File: src/rtl/pipe_hazard_pkg.sv
package pipe_hazard_pkg;
  typedef enum logic [1:0] {
    FWD_RF  = 2'b00,
    FWD_MWB = 2'b01,
    FWD_EXM = 2'b10
  } fwd_src_e;
endpackage

File: src/rtl/hz_src_pick.sv
module hz_src_pick
  import pipe_hazard_pkg::*;
#(
  parameter int REG_BITS = 5
) (
  input  logic [REG_BITS-1:0] rs,
  input  logic                use_src,
  input  logic [REG_BITS-1:0] ex_rd,
  input  logic                ex_we,
  input  logic [REG_BITS-1:0] mem_rd,
  input  logic                mem_we,
  output fwd_src_e            sel
);
  localparam logic [REG_BITS-1:0] ZERO_REG = '0;

  logic hit_near;
  logic hit_far;

  // the nearer producer moves to EX/MEM, the farther one to MEM/WB
  assign hit_near = use_src && ex_we  && (ex_rd  != ZERO_REG) && (ex_rd  == rs);
  assign hit_far  = use_src && mem_we && (mem_rd != ZERO_REG) && (mem_rd == rs);

  always_comb begin
    if (hit_near)     sel = FWD_EXM;
    else if (hit_far) sel = FWD_MWB;
    else              sel = FWD_RF;
  end
endmodule

File: src/rtl/hz_interlock.sv
module hz_interlock #(
  parameter int REG_BITS    = 5,
  parameter bit SHARED_PORT = 1'b1
) (
  input  logic [REG_BITS-1:0] id_rs1,
  input  logic [REG_BITS-1:0] id_rs2,
  input  logic                id_use1,
  input  logic                id_use2,
  input  logic [REG_BITS-1:0] ex_rd,
  input  logic                ex_we,
  input  logic                ex_load,
  input  logic                mem_acc,
  output logic                load_use,
  output logic                port_busy
);
  localparam logic [REG_BITS-1:0] ZERO_REG = '0;

  logic ld_live;
  assign ld_live  = ex_load && ex_we && (ex_rd != ZERO_REG);
  assign load_use = ld_live && ((id_use1 && (id_rs1 == ex_rd)) ||
                                (id_use2 && (id_rs2 == ex_rd)));

  generate
    if (SHARED_PORT) begin : g_shared
      assign port_busy = mem_acc;
    end else begin : g_split
      assign port_busy = 1'b0;
    end
  endgenerate
endmodule

File: src/rtl/pipe_hazard_ctl.sv
module pipe_hazard_ctl
  import pipe_hazard_pkg::*;
#(
  parameter int REG_BITS    = 5,
  parameter bit SHARED_PORT = 1'b1
) (
  input  logic                clk,
  input  logic                rst_n,
  input  logic [REG_BITS-1:0] id_rs1,
  input  logic [REG_BITS-1:0] id_rs2,
  input  logic                id_use1,
  input  logic                id_use2,
  input  logic [REG_BITS-1:0] ex_rd,
  input  logic                ex_we,
  input  logic                ex_load,
  input  logic [REG_BITS-1:0] mem_rd,
  input  logic                mem_we,
  input  logic                mem_acc,
  output logic [1:0]          fwd_a,
  output logic [1:0]          fwd_b,
  output logic                stall,
  output logic                bubble
);
  localparam int N_OPS = 2;

  logic [REG_BITS-1:0] src_rs  [N_OPS];
  logic                src_use [N_OPS];
  fwd_src_e            sel_nxt [N_OPS];
  fwd_src_e            sel_q   [N_OPS];
  logic                load_use;
  logic                port_busy;

  assign src_rs[0]  = id_rs1;
  assign src_rs[1]  = id_rs2;
  assign src_use[0] = id_use1;
  assign src_use[1] = id_use2;

  generate
    for (genvar g = 0; g < N_OPS; g++) begin : g_op
      hz_src_pick #(.REG_BITS(REG_BITS)) u_pick (
        .rs      (src_rs[g]),
        .use_src (src_use[g]),
        .ex_rd   (ex_rd),
        .ex_we   (ex_we),
        .mem_rd  (mem_rd),
        .mem_we  (mem_we),
        .sel     (sel_nxt[g])
      );

      // select travels with the decode-to-execute register; a no-op reads the file
      always_ff @(posedge clk or negedge rst_n) begin
        if (!rst_n)     sel_q[g] <= FWD_RF;
        else if (stall) sel_q[g] <= FWD_RF;
        else            sel_q[g] <= sel_nxt[g];
      end
    end
  endgenerate

  hz_interlock #(.REG_BITS(REG_BITS), .SHARED_PORT(SHARED_PORT)) u_lock (
    .id_rs1    (id_rs1),
    .id_rs2    (id_rs2),
    .id_use1   (id_use1),
    .id_use2   (id_use2),
    .ex_rd     (ex_rd),
    .ex_we     (ex_we),
    .ex_load   (ex_load),
    .mem_acc   (mem_acc),
    .load_use  (load_use),
    .port_busy (port_busy)
  );

  assign stall  = load_use || port_busy;
  assign bubble = stall;
  assign fwd_a  = sel_q[0];
  assign fwd_b  = sel_q[1];
endmodule

File: config.mk
export PLATFORM = sky130hd
export DESIGN_NAME = pipe_hazard_ctl
export DESIGN_NICKNAME = d
export VERILOG_FILES = /design/src/rtl/pipe_hazard_pkg.sv /design/src/rtl/hz_src_pick.sv /design/src/rtl/hz_interlock.sv /design/src/rtl/pipe_hazard_ctl.sv
export SDC_FILE = /design/constraint.sdc
export NUM_CORES = 1
export LEC_CHECK = 0
export ABC_AREA = 1
export BUFFER_PORTS_ARGS = -buffer_cell sky130_fd_sc_hd__buf_2
export CORE_AREA = 2 2 39 41
export DETAILED_ROUTE_END_ITERATION = 12
export DIE_AREA = 0 0 41 43
export GPL_TIMING_DRIVEN = 0
export PLACE_DENSITY = 0.77
export SLEW_MARGIN = 0
export SYNTH_ARGS = -nofsm -noshare
export SYNTH_HDL_FRONTEND = slang
export SYNTH_SLANG_ARGS = --single-unit
File: constraint.sdc
create_clock -name clk -period 2.1 [get_ports clk]
set_input_delay 0.105 -clock clk [delete_from_list [all_inputs] [get_ports clk]]
set_output_delay 0.105 -clock clk [all_outputs]
set_load 0.03 [all_outputs]
==> summary.md, run 1 <==
| Metric | Value |
|---|---|
| Outcome | finished clean |
| Die H | 43 um |
| First DRT Iteration DRCs | 22 |
| Fin. max-slew vios | 0 |
| Hold EP | fwd_a[0] |
| Antenna Nets Post-Route | 0 |
| TritonCTS clock tree | yes |
| Hold Path Depth | 4 |
| P&R area growth vs syn | 37.58% |
| Yosys cell types | 18 |
| Critical Path RT | 2.00 ns |
| Clock Path Buffers | 2 |
| GP Congestion | about 0.88 |
| Largest net degree at the start of global routing | 7 |
| Leakage power | ~0.51 nW |
| CP Class | in -> out |
| Fin Setup TNS | 0 ns |
| Core area | 0.001384 sq mm |
| Global-route wire length before repair | about 2.6 mm |
| Remaining routing DRC violations | 0 |
| RSZ-0062 raised after global routing | false |
| Buffers on Ports | 33 |
| HP Start | mem_acc |
| Cts hold-fix bufs | 1 |
| DRT Pass-1 Iters | 4 |
| # nets final | 180 |
| WL per Instance | ~9.5 um |
| Post-CTS sizing | 0 |
| Post-CTS setup buffer count | 0 |
| Initial antenna violation count | 0 |
| Largest fanout on the critical path | 6 |
| Post-layout instance area | 797.0 sq um |
| Fin crit share | 59.81% |
| Fraction of final layout cells sized beyond drive strength 1 | 30.00% |
| Sequential standard cell area | 100.1 sq um |
| Ant. Diodes | 0 |
| PwrDens | around 370 mW/mm^2 |
| Starting Density | 41.86% |
| Vias | 778 |
| Boundary Pins | 34 |
| H-tree lvl count | 1 |
| Synthesized cell area | 579.3 sq um |
| Synth Instances | 113 |
| Tmin final | 1.256 ns |
| Final hold violation count | 0 |
| Clock transition at path regs | 0.04 ns |
| Total routed wirelength | 1.579 mm |
| MaxCap Viol Count | 0 |
| Die W | 41 um |
| Cell Area, Placed | 764.5 sq um |
| Slew headroom | 87.90% |
| Vias in the first global route | 720 |
| Setup Viol. Count Final | 0 |
| Critical Path End Type | output port |
| Hold Path Class | in -> reg |
| Syn Area/Cell | 5.127 sq um |
| Syn Nets | 141 |
| Die footprint | roughly 0.0018 sq mm |
| Num CTS Buffers | 3 |
| Congestion Overflow GR | 0 |
| CTS sink count | 4 |
| Post-synthesis register bit count | 4 |
| Fmax achieved | 796.1 MHz |
| Post-DP HPWL | 1.376 mm |
| Total Routing Usage GR | 21.44% |
| Via density | 4.687 |
| Startpoint types | input pin |
| Worst path arrival time | 1.15 ns |
| Number of fill cells | approximately 150 |
| Maximum VDD drop | 0.1242 mV |
| Num rows | 14 |
| CTS root buf | clkbuf_4 |
| Number of synthesis warnings | 0 |
| Worst Tran Pin Value | 0.1808 ns |
| Sequential area share after synthesis | between 15 and 20% |
| Multi-input gate area | 396.6 sq um |
-- final cells by class --
class | count | share of cell area [%]
repair buffers | 34 | 21.98
clock buffers | 3 | 2.826
flip-flops and latches | 4 | 12.56
multi-input cells | 88 | 49.76
inverters | 20 | 9.419
well taps | 16 | 2.512
plain buffers | 1 | 0.9419
-- cell usage after synthesis (all sizes together) --
| library cell | count | area share (%) |
|---|---|---|
| o21ai | 3 | 2.6 |
| and2 | 1 | 1.1 |
| nor3b | 1 | 1.3 |
| nand4 | 2 | 2.2 |
| nand3 | 8 | 6.9 |
| o22ai | 1 | 1.1 |
| dfrtp | 4 | 17 |
| inv | 20 | 13 |
| a21oi | 4 | 3.5 |
| xnor2 | 3 | 4.5 |
| nor2 | 18 | 13 |
| or2 | 1 | 1.1 |
| buf | 1 | 1.3 |
| nand2 | 45 | 31 |
| nor3 | 1 | 0.86 |
-- critical path, cell delays in order --
cell,delay [ns]
buf_2,0.09
inv_1,0.06
nand2_1,0.06
nand2_1,0.04
nor2_1,0.16
nand3_1,0.11
nand2_1,0.08
nand2_1,0.06
nand2_2,0.10
buf_4,0.11
buf_2,0.18
-- cells in the final DEF, fill, tap and decap left out --
cell,n
a21oi_1,4
and2_1,1
buf_2,33
buf_4,1
clkbuf_4,3
dfrtp_1,4
dlygate4sd3_1,1
inv_1,18
inv_2,2
nand2_1,41
nand2_2,4
nand3_1,8
nand4_1,2
nor2_1,16
nor2_2,2
nor3_1,1
nor3b_1,1
o21ai_0,3
o22ai_1,1
or2_0,1
xnor2_1,3
-- routing by layer --
metal	share of wire, %	vias up	global-route usage, %
li1	-	415	-
met3	6.6	0	3.141
met5	0	-	0
met1	41	330	23.96
met2	52	33	37.81
met4	0	0	8.000
-- power by group --
| part | switching (mW) | internal (mW) | total (mW) |
|---|---|---|---|
| Combinational | 0.0695 | 0.0503 | 0.120 |
| Clock | 0.0311 | 0.0639 | 0.0950 |
| Sequential | 0.000116 | 0.0780 | 0.0781 |
| Total | 0.101 | 0.192 | 0.293 |
-- worst max path at each step --
stage | startpoint | endpoint
floorplan | id_rs2[2] | stall
global placement | id_rs2[1] | stall
detailed placement | id_rs2[0] | stall
finish | id_rs2[1] | stall
CTS | id_rs2[0] | stall
global route | id_rs2[3] | stall
-- per-stage QoR --
stage	power [mW]	utilization, %	worst slack, ns	hold WS, ns	std cells
floorplan	0.1459	-	1.081	-0.1906	113
global placement	0.1945	55.24	0.8610	-0.09176	162
detailed placement	0.1971	55.24	0.8563	-0.08773	162
CTS	0.2944	57.59	0.8477	0.1791	166
global route	0.3193	57.59	0.6657	0.1991	166
finish	0.2930	57.59	0.8440	0.1735	166
-- registers in the layout (all words and copies together) (netlist names) --
signal	count
fwd_b	2
fwd_a	2
-- kinds of logic after synthesis --
group	synth area share [%]
buffers and inverters	14.25
XOR/XNOR	4.536
AO/OA/AOI/OAI	7.127
flip-flops	17.28
AND/OR/NAND/NOR	56.80
(Power assumes the default switching activity.)
==> inputs of run 2 (changes only) <==
--- a/config.mk
+++ b/config.mk
@@ -7,11 +7,11 @@
 export LEC_CHECK = 0
 export ABC_AREA = 1
 export BUFFER_PORTS_ARGS = -buffer_cell sky130_fd_sc_hd__buf_2
-export CORE_AREA = 2 2 39 41
+export CORE_MARGIN = 2
+export CORE_UTILIZATION = 38
 export DETAILED_ROUTE_END_ITERATION = 12
-export DIE_AREA = 0 0 41 43
 export GPL_TIMING_DRIVEN = 0
-export PLACE_DENSITY = 0.77
+export PLACE_DENSITY = 0.71
 export SLEW_MARGIN = 0
 export SYNTH_ARGS = -nofsm -noshare
 export SYNTH_HDL_FRONTEND = slang
==> constraint.sdc (replaced) <==
create_clock -name clk -period 1.14 [get_ports clk]
set_input_delay 0.057 -clock clk [delete_from_list [all_inputs] [get_ports clk]]
set_output_delay 0.057 -clock clk [all_outputs]
set_load 0.03 [all_outputs]
==> summary.md, run 2 (synthesis gave the netlist of run 1 again) <==
| Metric | Value |
|---|---|
| Clock Path Buffers | 2 |
| Commonest non-fill, non-tap cells in the layout | nand2_1, buf_2, inv_1, nor2_1, nand2_2 |
| Boundary Pins | 34 |
| First DRT Iteration DRCs | 18 |
| Largest net degree at the start of global routing | 7 |
| Maximum VDD drop | 0.2472 mV |
| Internal power | 0.3662 mW |
| Startpoint types | input pin |
| Clock transition at path regs | about 0.040 ns |
| Initial antenna violation count | 0 |
| HP Start | mem_acc |
| Post-route insts no fill | 167 |
| CP Class | in -> out |
| Number of fill cells | 166 |
| Outcome | finished clean |
| GP Congestion | 0.9249 |
| Total Routing Usage GR | 19.41% |
| Largest fanout on the critical path | 5 |
| Die H | roughly 43 um |
| Ant. Diodes | 0 |
| Hold Path Depth | 4 |
| Worst Tran Pin Value | around 0.16 ns |
| Vias | 789 |
| Hold EP | fwd_b[0] |
| NetSw | between 0.15 and 0.2 mW |
| PwrDens | 662.4 mW/mm^2 |
| Hold WS | 0.1121 ns |
| Tmin final | about 1.0 ns |
| DRT Pass-1 Iters | 4 |
| Hold Path Class | in -> reg |
| Critical Path End Type | output port |
| Fin. max-slew vios | 0 |
| Post-layout instance area | 843.3 sq um |
| MaxCap Viol Count | 0 |
| Leakage power | 0.5223 nW |
| Total routed wirelength | 1.668 mm |
| Crit. Startpoint | ex_rd[0] |
| Clock power frac | 30.3% |
| Via density | 4.725 |
| Die footprint | between 0.0015 and 0.002 sq mm |
| Fin crit share | about 90% |
| # nets final | 181 |
| Placed insts | 162 |
| Logic pwr share | 44.0% |
| Starting Density | 39.37% |
| Die W | 43.05 um |
| Slew headroom | 89.05% |
| H-tree lvl count | 1 |
| Commonest non-fill, non-tap cell in the layout | nand2_1 |
| Fmax achieved | 956.3 MHz |
| CTS root buf | clkbuf_4 |
| Remaining routing DRC violations | 0 |
| Post-DP HPWL | 1.381 mm |
| Critical Path RT | ~1.1 ns |
| Worst path arrival time | 0.99 ns |
| Fin Setup TNS | 0 ns |
| Fraction of final layout cells sized beyond drive strength 1 | between 30% and 40% |
| CTS sink count | 4 |
| TritonCTS clock tree | yes |
| Flop pwr share | roughly 26% |
| WL per Instance | 9.988 um |
| Buffers on Ports | 33 |
| Cell Area, Placed | between 700 and 800 sq um |
| Antenna Nets Post-Route | 0 |
| Vias in the first global route | about 750 |
| Num rows | 14 |
| Switching share of power | 34.45% |
| Num CTS Buffers | 3 |
| Congestion Overflow GR | 0 |
| Setup Viol. Count Final | 0 |
| Global-route wire length before repair | 2.766 mm |
| Core area | 0.001471 sq mm |
| Final hold violation count | 0 |
| P&R area growth vs syn | 45.57% |
[run 2: changes by cell type in the layout (fill, tap and decap cells not counted), sizes merged]
cell	delta
buf	+1
[run 2: layer usage]
| metal | track usage (%) | up-vias | share of wire (%) |
|---|---|---|---|
| met1 | 22.11 | 343 | 41 |
| met5 | 0 | - | 0 |
| met3 | 2.128 | 6 | 5.2 |
| li1 | - | 419 | - |
| met4 | 8.485 | 0 | 2.3 |
| met2 | 35.76 | 21 | 51 |
[run 2: critical path: stages]
cell	delay [ns]
buf_4	0.13
nand2_1	0.06
nand2_1	0.05
nor2_1	0.15
nand3_1	0.10
nand2_1	0.06
nand2_1	0.05
nand2_2	0.10
buf_4	0.12
buf_6	0.12
[run 2: power groups by stage]
stage          clock network [mW]  logic, mW  registers [mW]
6_report                    0.169      0.246           0.144
4_1_cts                     0.176      0.223           0.144
5_1_grt                     0.179      0.278           0.144
3_5_place_dp                    0      0.218           0.146
2_1_floorplan                   0      0.121           0.148
3_3_place_gp                    0      0.215           0.146
[run 2: final cells by class]
type                            count  area, sq um  share of cell area, %
Inverter                           20        75.07                  8.902
Sequential cell                     4        100.1                  11.87
Tap cell                           16        20.02                  2.374
Multi-Input combinational cell     88        421.7                  50.00
Buffer                              1        7.507                 0.8902
Timing Repair Buffer               35        196.4                  23.29
Clock buffer                        3        22.52                  2.671
[run 2: per-stage QoR]
stage / util [%] / power [mW] / worst slack (ns)
final: 57.31 / 0.5586 / 0.09425
after global routing: 57.31 / 0.6003 / -0.006040
after CTS: 54.34 / 0.5430 / 0.03105
after detailed placement: 51.96 / 0.3636 / -0.002191
after global placement: 51.96 / 0.3603 / -0.003423
after floorplan: - / 0.2688 / 0.2169
[run 2: worst max path at each step]
stage | to | cells past startpoint
final | stall | 10
after global placement | stall | 11
after CTS | stall | 11
after floorplan | stall | 9
after detailed placement | stall | 11
after global routing | stall | 11
[run 2: repair_timing]
action                     4_1_cts  5_1_grt
resized for setup                1       17
hold endpoints to repair         4        0
pin swaps                        0        7
hold buffers                     1        0
buffers inserted                 0        1
setup endpoints to repair        1        2
==> inputs of run 3 (changes only) <==
--- a/config.mk
+++ b/config.mk
@@ -12,6 +12,7 @@
 export DETAILED_ROUTE_END_ITERATION = 12
 export GPL_TIMING_DRIVEN = 0
 export PLACE_DENSITY = 0.71
+export SETUP_SLACK_MARGIN = 0.1
 export SLEW_MARGIN = 0
 export SYNTH_ARGS = -nofsm -noshare
 export SYNTH_HDL_FRONTEND = slang
==> summary.md, run 3 (synthesis gave the netlist of run 1 again) <==
| Metric | Value |
|---|---|
| Outcome | finished clean |
| Critical Path RT | around 1.1 ns |
| CTS sink count | 4 |
| Fin Setup TNS | 0 ns |
| Largest fanout on the critical path | 4 |
| Critical Path End Type | output port |
| MaxCap Viol Count | 0 |
| H-tree lvl count | 1 |
| Total routed wirelength | 1.958 mm |
| First DRT Iteration DRCs | 13 |
| Worst path arrival time | 0.93 ns |
| Vias | 847 |
| Setup slack after layout | 0.1533 ns |
| Placed insts | 162 |
| Post-DP HPWL | 1.381 mm |
| Fraction of final layout cells sized beyond drive strength 1 | 54.43% |
| Global-route wire length before repair | roughly 2.8 mm |
| Number of fill cells | 122 |
| DRT Pass-1 Iters | 4 |
| Fin crit share | 86.56% |
| Vias in the first global route | 756 |
| Remaining routing DRC violations | 0 |
| TritonCTS clock tree | yes |
| RSZ-0062 raised after global routing | false |
| Fin. max-slew vios | 0 |
| Commonest non-fill, non-tap cells in the layout | nand2_1, nand2_2, buf_2, buf_6, nor2_1 |
| Via density | 4.868 |
| Place WS | -0.002191 ns |
| Final hold violation count | 0 |
| CP Class | in -> out |
| Clock transition at path regs | 0.04 ns |
| CTS root buf | clkbuf_4 |
| Ant. Diodes | 0 |
| Buffers on Ports | 33 |
| WL per Instance | 11.25 um |
| Tmin final | between 0.9 and 1 ns |
| Die W | 43.05 um |
| Leakage power | 0.5866 nW |
| Core area | 0.001471 sq mm |
| Slew headroom | about nine tenths |
| GP Congestion | approximately 0.9 |
| Die footprint | 0.001853 sq mm |
| Worst Tran Pin Value | 0.1634 ns |
| Hold Path Class | in -> async |
| Commonest non-fill, non-tap cell in the layout | nand2_1 |
| Antenna Nets Post-Route | 0 |
| Num CTS Buffers | 3 |
| Post-route insts no fill | 174 |
| Maximum VDD drop | 0.2514 mV |
| # nets final | 188 |
| Boundary Pins | 34 |
| Starting Density | 39.37% |
| Num rows | 14 |
| PwrDens | 625.5 mW/mm^2 |
| Congestion Overflow GR | 0 |
| Total Routing Usage GR | 19.67% |
| Startpoint types | input pin |
| P&R area growth vs syn | 78.83% |
| Setup Viol. Count Final | 0 |
| Largest net degree at the start of global routing | 6 |
| Clock Path Buffers | 2 |
| Fmax achieved | 1013 MHz |
| Initial antenna violation count | 0 |
| Die H | 43.05 um |
run 3: cell count changes in the layout (fill, tap and decap cells not counted), sizes merged:
| cell | delta |
|---|---|
| buf | +7 |
run 3: critical path, stage by stage:
cell and delay, ns:
buf_6 0.11, nand2_2 0.06, nand2_2 0.05, nor2_2 0.13, nand3_1 0.10, nand2_1 0.06, nand2_1 0.06, nand2_2 0.08
buf_6 0.10, buf_6 0.11
run 3: stage by stage:
stage	util [%]	total power, mW	area [sq um]	hold WS [ns]
6_report	70.41	0.6480	1036	0.1674
3_5_place_dp	51.96	0.3636	764.5	-0.1381
3_3_place_gp	51.96	0.3603	764.5	-0.1393
2_1_floorplan	-	0.2688	579.3	-0.2386
5_1_grt	70.41	0.6839	1036	0.1827
4_1_cts	55.02	0.5473	809.5	0.1572
run 3: cell type report:
type                    instances  area [sq um]  share of cell area (%)
plain buffers                   1         11.26                   1.087
clock buffers                   3         22.52                   2.174
inverters                      20         85.08                   8.213
multi-input cells              88         471.7                   45.53
flip-flops and latches          4         100.1                   9.662
well taps                      16         20.02                   1.932
repair buffers                 42         325.3                   31.40
run 3: metal layers:
metal  routed length [um]  global-route usage, %  vias up
met5                    0                      0        -
met1                  791                  22.37      385
li1                     -                      -      439
met2                 1073                  36.36       23
met4                    0                  8.485        0
met3                   94                  2.128        0
run 3: path summary, 6_finish.rpt:
path | start | endpoint | slack, ns | cells past startpoint
setup / recovery | ex_rd[1] | stall | 0.15 | 10
hold / removal | rst_n | fwd_a[0] | 0.17 | 2
max in group asynchronous | rst_n | fwd_b[1] | 0.86 | 2
min in group clk | mem_rd[0] | fwd_a[0] | 0.22 | 6
run 3: report_power, final:
| group | switching, mW | leakage [nW] | internal (mW) |
|---|---|---|---|
| Sequential | 0.000197 | 0.0558 | 0.144 |
| Clock | 0.0592 | 0.0138 | 0.118 |
| Combinational | 0.168 | 0.517 | 0.159 |
| Total | 0.227 | 0.587 | 0.421 |
run 3: repair_timing:
item / in CTS / in global routing
setup endpoints to repair: 2 / 2
buffers inserted: 1 / 7
hold endpoints to repair: 4 / 0
resized for setup: 2 / 65
pin swaps: 1 / 26
hold buffers: 1 / 0
